--- config.mk ---
export PLATFORM = sky130hd
export DESIGN_NAME = rfa_regfile_top
export DESIGN_NICKNAME = d
export VERILOG_FILES = /design/src/rtl/rfa_pkg.sv /design/src/rtl/rfa_addr_decode.sv /design/src/rtl/rfa_ptr_reg.sv /design/src/rtl/rfa_status_reg.sv /design/src/rtl/rfa_store.sv /design/src/rtl/rfa_regfile_top.sv
export SDC_FILE = /design/constraint.sdc
export NUM_CORES = 1
export LEC_CHECK = 0
export BUFFER_PORTS_ARGS = -buffer_cell sky130_fd_sc_hd__clkbuf_2
export CAP_MARGIN = 20
export CORE_ASPECT_RATIO = 0.8
export CORE_MARGIN = 1
export CORE_UTILIZATION = 40
export DETAILED_ROUTE_END_ITERATION = 7
export GPL_TIMING_DRIVEN = 0
export HOLD_SLACK_MARGIN = 0.03
export PLACE_DENSITY = 0.54
export SLEW_MARGIN = 25
export SYNTH_ARGS = -nofsm -noshare
export SYNTH_HDL_FRONTEND = slang
export SYNTH_HIERARCHICAL = 1
export SYNTH_SLANG_ARGS = --single-unit
--- constraint.sdc ---
create_clock -name clk -period 10.6 [get_ports clk]
set_clock_uncertainty 0.2 [all_clocks]
set_input_delay 2.12 -clock clk [delete_from_list [all_inputs] [get_ports clk]]
set_output_delay 2.12 -clock clk [all_outputs]
set_load 0.05 [all_outputs]
--- src/rtl/rfa_pkg.sv ---
package rfa_pkg;
    localparam int DATA_W   = 8;
    localparam int OFS_W    = 5;
    localparam int ROW_W    = 4;
    localparam int COMMON_N = 1 << ROW_W;
    localparam int MAX_BANK_BITS = 3;

    localparam logic [OFS_W-1:0] OFS_NULL   = 5'h00;
    localparam logic [OFS_W-1:0] OFS_STATUS = 5'h03;
    localparam logic [OFS_W-1:0] OFS_PTR    = 5'h04;

    localparam logic [DATA_W-1:0] STATUS_RST = 8'h18;

    typedef enum logic [2:0] {
        TK_NULL,
        TK_STATUS,
        TK_PTR,
        TK_COMMON,
        TK_BANKED
    } tgt_kind_e;

    typedef struct packed {
        tgt_kind_e                 kind;
        logic [MAX_BANK_BITS-1:0]  bank;
        logic [ROW_W-1:0]          row;
    } tgt_t;

    function automatic logic [DATA_W-1:0] impl_mask(input int bank_bits);
        logic [DATA_W-1:0] m;
        for (int i = 0; i < DATA_W; i++) begin
            m[i] = (i < OFS_W + bank_bits);
        end
        return m;
    endfunction

    function automatic tgt_kind_e kind_of(input logic [OFS_W-1:0] ofs);
        if (ofs == OFS_NULL)        return TK_NULL;
        else if (ofs == OFS_STATUS) return TK_STATUS;
        else if (ofs == OFS_PTR)    return TK_PTR;
        else if (!ofs[OFS_W-1])     return TK_COMMON;
        else                        return TK_BANKED;
    endfunction
endpackage

--- src/rtl/rfa_addr_decode.sv ---
module rfa_addr_decode
    import rfa_pkg::*;
#(
    parameter int BANK_BITS = 3
) (
    input  logic                clk,
    input  logic                rst,
    input  logic [OFS_W-1:0]    dir_addr,
    input  logic [DATA_W-1:0]   ptr_val,
    output tgt_t                tgt
);
    logic [DATA_W-1:0] eff_addr;
    logic [OFS_W-1:0]  eff_ofs;

    always_comb begin
        eff_addr = (dir_addr == OFS_NULL) ? ptr_val : {{(DATA_W-OFS_W){1'b0}}, dir_addr};
        eff_ofs  = eff_addr[OFS_W-1:0];
        tgt      = '0;
        tgt.kind = kind_of(eff_ofs);
        tgt.row  = eff_ofs[ROW_W-1:0];
        if (tgt.kind == TK_BANKED) begin
            tgt.bank[BANK_BITS-1:0] = eff_addr[OFS_W +: BANK_BITS];
        end
    end

    // a non-zero direct address never leaves bank 0
    a_r2_direct_bank0: assert property (@(posedge clk) disable iff (rst)
        (dir_addr != OFS_NULL) |-> (tgt.bank == '0));

    // offsets below 10h never resolve to banked storage
    a_r3_low_is_shared: assert property (@(posedge clk) disable iff (rst)
        (dir_addr != OFS_NULL && !dir_addr[OFS_W-1]) |-> (tgt.kind != TK_BANKED));
endmodule

--- src/rtl/rfa_ptr_reg.sv ---
module rfa_ptr_reg
    import rfa_pkg::*;
#(
    parameter int BANK_BITS = 3
) (
    input  logic                clk,
    input  logic                rst,
    input  logic                wr_hit,
    input  logic [DATA_W-1:0]   wr_data,
    output logic [DATA_W-1:0]   ptr_val
);
    localparam logic [DATA_W-1:0] IMPL = impl_mask(BANK_BITS);

    logic [DATA_W-1:0] ptr_q;

    always_ff @(posedge clk) begin
        if (rst)         ptr_q <= '0;
        else if (wr_hit) ptr_q <= wr_data & IMPL;
    end

    assign ptr_val = ptr_q | ~IMPL;

    // a write to the pointer lands in its implemented bits
    a_r4_ptr_written: assert property (@(posedge clk) disable iff (rst)
        wr_hit |=> ((ptr_val & IMPL) == ($past(wr_data) & IMPL)));

    // without a hit the pointer holds
    a_r5_ptr_holds: assert property (@(posedge clk) disable iff (rst)
        !wr_hit |=> $stable(ptr_val));
endmodule

--- src/rtl/rfa_status_reg.sv ---
module rfa_status_reg
    import rfa_pkg::*;
(
    input  logic                clk,
    input  logic                rst,
    input  logic                wr_hit,
    input  logic [2:0]          wr_page,
    input  logic [2:0]          wr_flags,
    input  logic [2:0]          flag_we,
    input  logic [2:0]          flag_in,
    output logic [DATA_W-1:0]   status_q
);
    logic [2:0] page_q;
    logic [1:0] pwr_q;
    logic [2:0] flag_q;

    always_ff @(posedge clk) begin
        if (rst) begin
            page_q <= STATUS_RST[7:5];
            pwr_q  <= STATUS_RST[4:3];
        end else if (wr_hit) begin
            page_q <= wr_page;
        end
    end

    for (genvar i = 0; i < 3; i++) begin : g_flag
        always_ff @(posedge clk) begin
            if (rst)             flag_q[i] <= STATUS_RST[i];
            else if (flag_we[i]) flag_q[i] <= flag_in[i];
            else if (wr_hit)     flag_q[i] <= wr_flags[i];
        end

        // an ALU update beats a register write for its flag
        a_r8_flag_override: assert property (@(posedge clk) disable iff (rst)
            flag_we[i] |=> (status_q[i] == $past(flag_in[i])));
    end

    assign status_q = {page_q, pwr_q, flag_q};

    // power-state bits are not writable
    a_r7_pwr_readonly: assert property (@(posedge clk) disable iff (rst)
        wr_hit |=> (status_q[4:3] == 2'b11));

    // page bits follow the written byte
    a_r7_page_written: assert property (@(posedge clk) disable iff (rst)
        wr_hit |=> (status_q[7:5] == $past(wr_page)));
endmodule

--- src/rtl/rfa_store.sv ---
module rfa_store
    import rfa_pkg::*;
#(
    parameter int BANK_BITS = 3
) (
    input  logic                clk,
    input  logic                rst,
    input  tgt_t                tgt,
    input  logic                wr_en,
    input  logic [DATA_W-1:0]   wr_data,
    output logic [DATA_W-1:0]   rd_val
);
    localparam int BANKS  = 1 << BANK_BITS;
    localparam int BIDX_W = BANK_BITS + ROW_W;

    logic [DATA_W-1:0] common_mem [COMMON_N];
    logic [DATA_W-1:0] banked_mem [BANKS * COMMON_N];
    logic [BIDX_W-1:0] bidx;

    assign bidx = {tgt.bank[BANK_BITS-1:0], tgt.row};

    always_ff @(posedge clk) begin
        if (wr_en && tgt.kind == TK_COMMON) common_mem[tgt.row] <= wr_data;
        if (wr_en && tgt.kind == TK_BANKED) banked_mem[bidx]    <= wr_data;
    end

    always_comb begin
        case (tgt.kind)
            TK_COMMON: rd_val = common_mem[tgt.row];
            TK_BANKED: rd_val = banked_mem[bidx];
            default:   rd_val = '0;
        endcase
    end

    // written byte is present one cycle after the write
    a_r10_banked_write: assert property (@(posedge clk) disable iff (rst)
        (wr_en && tgt.kind == TK_BANKED) |=> (banked_mem[$past(bidx)] == $past(wr_data)));

    a_r3_common_write: assert property (@(posedge clk) disable iff (rst)
        (wr_en && tgt.kind == TK_COMMON) |=> (common_mem[$past(tgt.row)] == $past(wr_data)));
endmodule

--- src/rtl/rfa_regfile_top.sv ---
module rfa_regfile_top
    import rfa_pkg::*;
#(
    parameter int BANK_BITS = 3
) (
    input  logic                clk,
    input  logic                rst,
    input  logic [OFS_W-1:0]    dir_addr,
    input  logic                rd_en,
    input  logic                wr_en,
    input  logic [DATA_W-1:0]   wr_data,
    input  logic [2:0]          flag_we,
    input  logic [2:0]          flag_in,
    output logic [DATA_W-1:0]   rd_data,
    output logic [DATA_W-1:0]   status_out
);
    tgt_t              tgt;
    logic [DATA_W-1:0] ptr_val;
    logic [DATA_W-1:0] store_val;
    logic              status_hit;
    logic              ptr_hit;

    assign status_hit = wr_en && (tgt.kind == TK_STATUS);
    assign ptr_hit    = wr_en && (tgt.kind == TK_PTR);

    rfa_addr_decode #(.BANK_BITS(BANK_BITS)) dec_i (
        .clk      (clk),
        .rst      (rst),
        .dir_addr (dir_addr),
        .ptr_val  (ptr_val),
        .tgt      (tgt)
    );

    rfa_ptr_reg #(.BANK_BITS(BANK_BITS)) ptr_i (
        .clk     (clk),
        .rst     (rst),
        .wr_hit  (ptr_hit),
        .wr_data (wr_data),
        .ptr_val (ptr_val)
    );

    rfa_status_reg stat_i (
        .clk      (clk),
        .rst      (rst),
        .wr_hit   (status_hit),
        .wr_page  (wr_data[7:5]),
        .wr_flags (wr_data[2:0]),
        .flag_we  (flag_we),
        .flag_in  (flag_in),
        .status_q (status_out)
    );

    rfa_store #(.BANK_BITS(BANK_BITS)) store_i (
        .clk     (clk),
        .rst     (rst),
        .tgt     (tgt),
        .wr_en   (wr_en),
        .wr_data (wr_data[DATA_W-1:0]),
        .rd_val  (store_val)
    );

    always_comb begin
        rd_data = '0;
        if (rd_en) begin
            case (tgt.kind)
                TK_STATUS: rd_data = status_out;
                TK_PTR:    rd_data = ptr_val;
                TK_COMMON,
                TK_BANKED: rd_data = store_val;
                default:   rd_data = '0;
            endcase
        end
    end

    // a null write leaves pointer and status untouched
    a_r5_null_no_effect: assert property (@(posedge clk) disable iff (rst)
        (wr_en && tgt.kind == TK_NULL && flag_we == 3'b000) |=>
            ($stable(ptr_val) && $stable(status_out)));

    // idle read port is quiet
    a_r11_idle_zero: assert property (@(posedge clk) disable iff (rst)
        !rd_en |-> (rd_data == '0));

    // unimplemented pointer bits always read as one
    a_r9_ptr_fill: assert property (@(posedge clk) disable iff (rst)
        (rd_en && tgt.kind == TK_PTR) |-> ((rd_data | impl_mask(BANK_BITS)) == 8'hFF));
endmodule

; Yosys cells after proc, flatten, opt, wreduce, memory -nomap -nowiden
; Memories as Yosys holds them, arrays and structs flattened.
; Cells that the tools add are included.
[classes]
n_bitwise = 0
add_sub_neg = 0
n_reduce_logical = 10
div = 0
muxes = 19
shift = 0
n_eq_ne = 6
mul = 0
magnitude_cmp = 0
[ops]
columns = operator, count
row1 = $pmux W8 S3, 1
row2 = $mux W8, 2
row3 = $pmux W8 S2, 1
row4 = $mux W3, 5
row5 = $logic_not A5 Y1, 2
row6 = $mux W1, 10
row7 = $eq A3 B2 Y1 const B, 2
row8 = $reduce_bool A2 Y1, 3
row9 = $eq A5 B2 Y1 const B, 1
row10 = $eq A5 B3 Y1 const B, 1
row11 = $logic_and A1 B1 Y1, 4
row12 = $eq A3 B1 Y1 const B, 1
row13 = $eq A3 B3 Y1 const B, 1
row14 = $reduce_or A2 Y1, 1
[word_totals]
elab_cells = 42
latch_bits = 0
inputBits = 23
reg_bits = 14
output_inout_bits = 16
romBits = 0
mem_count = 2
mem_bits_rw = 1152
[mem_list]
columns = name, words, width, rd, rd_ports_with_merged_regs, write_ports, line
row1 = store_i.banked_mem, 128, 8, 1, 0, 1, rfa_store.sv:17  ; logic [DATA_W-1:0] banked_mem [BANKS * COMMON_N];
row2 = store_i.common_mem, 16, 8, 1, 0, 1, rfa_store.sv:16  ; logic [DATA_W-1:0] common_mem [COMMON_N];

; Longest topological paths before layout
; An unclocked memory read counts as a cell.
[logic_depth]
depth_word = 12
ltp_mapped = 17

; Modules after synthesis
; The synthesis kept the hierarchy.
[modules_own_cells]
columns = mod, seq_area_each_um2, instances, cells_per_inst, area_each_um2
row1 = rfa_store, 34593.2, 1, 2203, 45082.0
row2 = rfa_regfile_top, 0.0, 1, 42, 336.6
row3 = rfa_ptr_reg, 160.2, 1, 26, 285.3
row4 = rfa_status_reg, 120.1, 1, 28, 274.0
row5 = rfa_addr_decode, 0.0, 1, 24, 150.1

; Worst setup path after synthesis
; Ideal clock, no wire load.
[synth_timing]
kind = input port to output port
startpoint = input port dir_addr[2]
endpoint = output port rd_data[7]
setup_slack_ns = 3.083
n_path_buf = 4
cell_stages = 16
t_arrival_ns = 5.197
t_required_ns = 8.280
path_cell_list = nor2_1 -> nand3b_1 -> o21bai_1 -> buf_6 -> buf_12 -> buf_8 -> buf_12 -> mux2i_1 -> a221oi_1 -> o21ai_0 -> a2111oi_0 -> a311oi_1 -> o21ai_1 -> mux2_2 -> nand2_1 -> a21oi_1
[synth_rtl]
columns = item, line
row1 = from (decl), rfa_regfile_top.sv:8  ; input logic [OFS_W-1:0] dir_addr,
row2 = to (decl), rfa_regfile_top.sv:14  ; output logic [DATA_W-1:0] rd_data,

==> reports/metrics.cfg <==
[final_layout]
areaGrowthSynthToFinish_pct = 13.6
finish.net_count = 2509
finish.cell_count_without_fillers = 4111
antennaDiodeCount = 0
drive_above_1_share = 0.224

[floorplanning]
fp.dieArea_sq_mm = 0.117
initial_core_util = 0.403
die-height_microns = 306
x_dimension_of_the_die_microns = 382
floorplan_core_area_sq_mm = 0.114
standard_cell_rows = 111
boundaryPins = 39

[clock_tree]
tritoncts = built
postCtsHoldBufs = 0
clock_tree.root_cell = clkbuf_16
cts.reportedPaths.clkPinSlew_ns = 0.06
clock_insertion_delay_worst_skew_ns = 0.73
ctsLongestPathBuffers = 3
numClockSinks = 1166
ctsResizeCount = 0
cts_inserted_buffers = 113
cts_setup_buffers = 0
htree_levels = 3

[worst_setup_path]
arrival_time_at_the_worst_endpoint_ns = 7.82
setup.worst_path.class = in -> out
crit_fanout = 10
reg2reg_to = store_i/banked_mem[71][4]$_DFFE_PP_
worstPathRequired_ns = 8.28
timing.critical_path.from_type = primary input
worstSetupStartpoint = dir_addr[2]
critical_path.reg2reg.startpoint = ptr_i/ptr_val[1]$_SDFFE_PP0P_
r2r_cells = 9
rrSetupSlack_ns = 4.39
crit_end = rd_data[2]
worst_setup_path_end_kind = output pin

[routing]
antenna_left = 0
vias_per_cell = 5.95
drcViolationCount = 0
routed-via-count = 24452
drt-wirelength-per-cell_microns = 32.8
1st_iter_drt_viols = 2714
drt_pre_antenna_iters = 6
drt_total_wl_microns = 135000

[outcome]
outcome = complete, no violations

[synthesis]
postSynthCellCount = 2323
ys_dominant_reg_cell = edfxtp_1
ys_types = 56
yosys_register_bits = 1166
edff_count_synth = 1152
postSynthAreaPerCell_sq_um = 19.9
syn_area_sq_mm = 0.0461
async_s_r_ff_share_synth = 0
yosys_warnings = 6
synth.yosys.seq_area_share = 0.756

[sta]
fin_ws_ns = 0.461
setup_tns_ns = 0
report.final.slew_viol_count = 0
finalWorstPathRequiredPeriod_ns = 10.14
timing.final.hold_violations = 0
report.final.setup_viol = 0
setup_repair_after_global_routing_missed_its_margin = no
worst_hold_slack_ns = 0.353
fmax_ghz = 0.0986
worstMarginPinSlew_ns = 1.19
period_share = 0.957
max_slew_margin = 0.187

[power]
power.static_leakage_nw = 16.4
switching_share = 0.216
power_density_mw_per_mm2 = 185
totalPowerFinal_mw = 9.69
combinationalPowerShare = 0.053
clock_power_share = 0.423
vdd_drop_max_uv = 138
intPower_mw = 7.60
p_seq_frac = 0.523
power_switching_mw = 2.09

[placed_design]
port-buffer-count = 36
hpwlAfterDp_microns = 87500
dpl.cell_count = 3896
globalplace.congestion = 0.901
place_ws_ns = 0.721

[global_route]
vias_in_the_first_global_route = 23953
grt_start_max_net_pins = 102
wire_length_of_the_first_global_routing_pass_microns = 186000
globalRouteOverflowTotal = 0
antenna_found_initial = 3
grt_use_total = 0.230

[flow_run]
maxcap_viol_count = 0

[min_path]
hold_path.class = reg -> reg

[stage by stage]
step | utilization | instance area [sq um]
detailed placement | 0.425 | 48600
floorplan | - | 46100
CTS | 0.458 | 52400
global route | 0.458 | 52400
finish | 0.458 | 52400
global placement | 0.421 | 48200
[layer usage]
layer	GRT usage	part of all wire
met5	0	0.000082
met4	0.0571	0.024
met3	0.0528	0.097
met2	0.342	0.45
met1	0.341	0.43
[synth_stat cells (all sizes together) (2+ instances only)]
master	instances	area (sq um)
edfxtp	1152	34600
mux4	216	4860
nor2	202	758
mux2i	196	1960
buf	92	751
o21ai	62	322
nand2	59	221
clkbuf	47	178
a21oi	46	230
mux2	34	387
a211oi	33	248
o221ai	23	201
a221oi	16	140
a2111oi	14	129
dfxtp	14	280
o22ai	14	87.6
nand3	13	65.1
nor2b	11	68.8
and2	10	62.6
a311oi	8	70.1
a32oi	8	70.1
o32ai	7	61.3
inv	5	18.8
nand2b	5	31.3
nor3	5	30.0
o2111ai	4	35.0
o41ai	4	65.1
nor3b	3	33.8
a41oi	2	17.5
and3	2	12.5
and4bb	2	25.0
nand3b	2	15.0
[how the worst min path moves through the flow]
stage	start	end	slack (ns)	cells after the start
after detailed placement	ptr_i/ptr_val[7]$_SDFFE_PP0P_	ptr_i/ptr_val[7]$_SDFFE_PP0P_	0.34	2
after CTS	ptr_i/ptr_val[7]$_SDFFE_PP0P_	ptr_i/ptr_val[7]$_SDFFE_PP0P_	0.35	2
after global routing	ptr_i/ptr_val[5]$_SDFFE_PP0P_	ptr_i/ptr_val[5]$_SDFFE_PP0P_	0.38	2
after global placement	ptr_i/ptr_val[5]$_SDFFE_PP0P_	ptr_i/ptr_val[5]$_SDFFE_PP0P_	0.33	2
final	ptr_i/ptr_val[7]$_SDFFE_PP0P_	ptr_i/ptr_val[7]$_SDFFE_PP0P_	0.35	2
after floorplan	ptr_i/ptr_val[5]$_SDFFE_PP0P_	ptr_i/ptr_val[5]$_SDFFE_PP0P_	0.27	2
[critical path, stage by stage]
cell and delay (ns):
clkbuf_2 0.09, nor2_1 0.25, nand3_1 0.15, nand2b_1 0.33, buf_2 0.31, clkbuf_1 0.77, buf_2 0.64, mux4_2 0.41
a211oi_1 0.66, o32ai_1 0.35, a311oi_1 0.77, o21ai_1 0.23, mux2_2 0.32, nand2_1 0.06, a21oi_1 0.06, clkbuf_2 0.25
[registers in the layout, indices dropped and copies added, names as in the netlist]
signal and count:
stat_i/page_q 3, store_i/banked_mem 1024, ptr_i/ptr_val 8, store_i/common_mem 128
stat_i/status_q 3
[kinds of logic after synthesis]
kind of cell,count (synthesis),share of synthesized area
xor+xnor,2,0.000380
other cells,1,0.0000813
buf+inv,144,0.0205
flops,1166,0.756
mux,446,0.156
compound gates,246,0.0372
simple gates,318,0.0294
[placed cells by master (no fill, tap or decap), drive strengths merged, types with 3 or more instances in the layout]
master,synthesis,layout
nor3,5,5
o32ai,7,7
a2111oi,14,14
o221ai,23,23
a221oi,16,16
a211oi,33,33
dfxtp,14,14
o22ai,14,14
bufinv,0,15
edfxtp,1152,1152
nor2,202,202
o2111ai,4,4
inv,5,10
and2,10,10
buf,92,103
nor2b,11,11
clkbuf,47,223
a21oi,46,46
a311oi,8,8
nand3,13,13
mux2i,196,196
a32oi,8,8
o41ai,4,4
nor3b,3,3
o21ai,62,62
nand2b,5,5
clkinv,0,43
clkinvlp,0,12
mux4,216,216
mux2,34,34
nand2,59,59
[cell type report]
cell class,count,area (sq um)
Buffer,139,942
Clock inverter,75,795
Multi-Input combinational cell,1014,10400
Inverter,5,18.8
Tap cell,1525,1910
Timing Repair Buffer,47,514
Clock buffer,140,2980
Fill cell,9749,62000
Sequential cell,1166,34900
[power by group through the flow]
stage / clock network [mW] / registers, mW / logic [mW]
2_1_floorplan: 0 / 5.17 / 0.247
3_3_place_gp: 0 / 5.18 / 0.489
3_5_place_dp: 0 / 5.17 / 0.515
4_1_cts: 4.19 / 5.07 / 0.516
5_1_grt: 4.35 / 5.07 / 0.536
6_report: 4.10 / 5.07 / 0.519
Power figures use the tool's default switching activity.
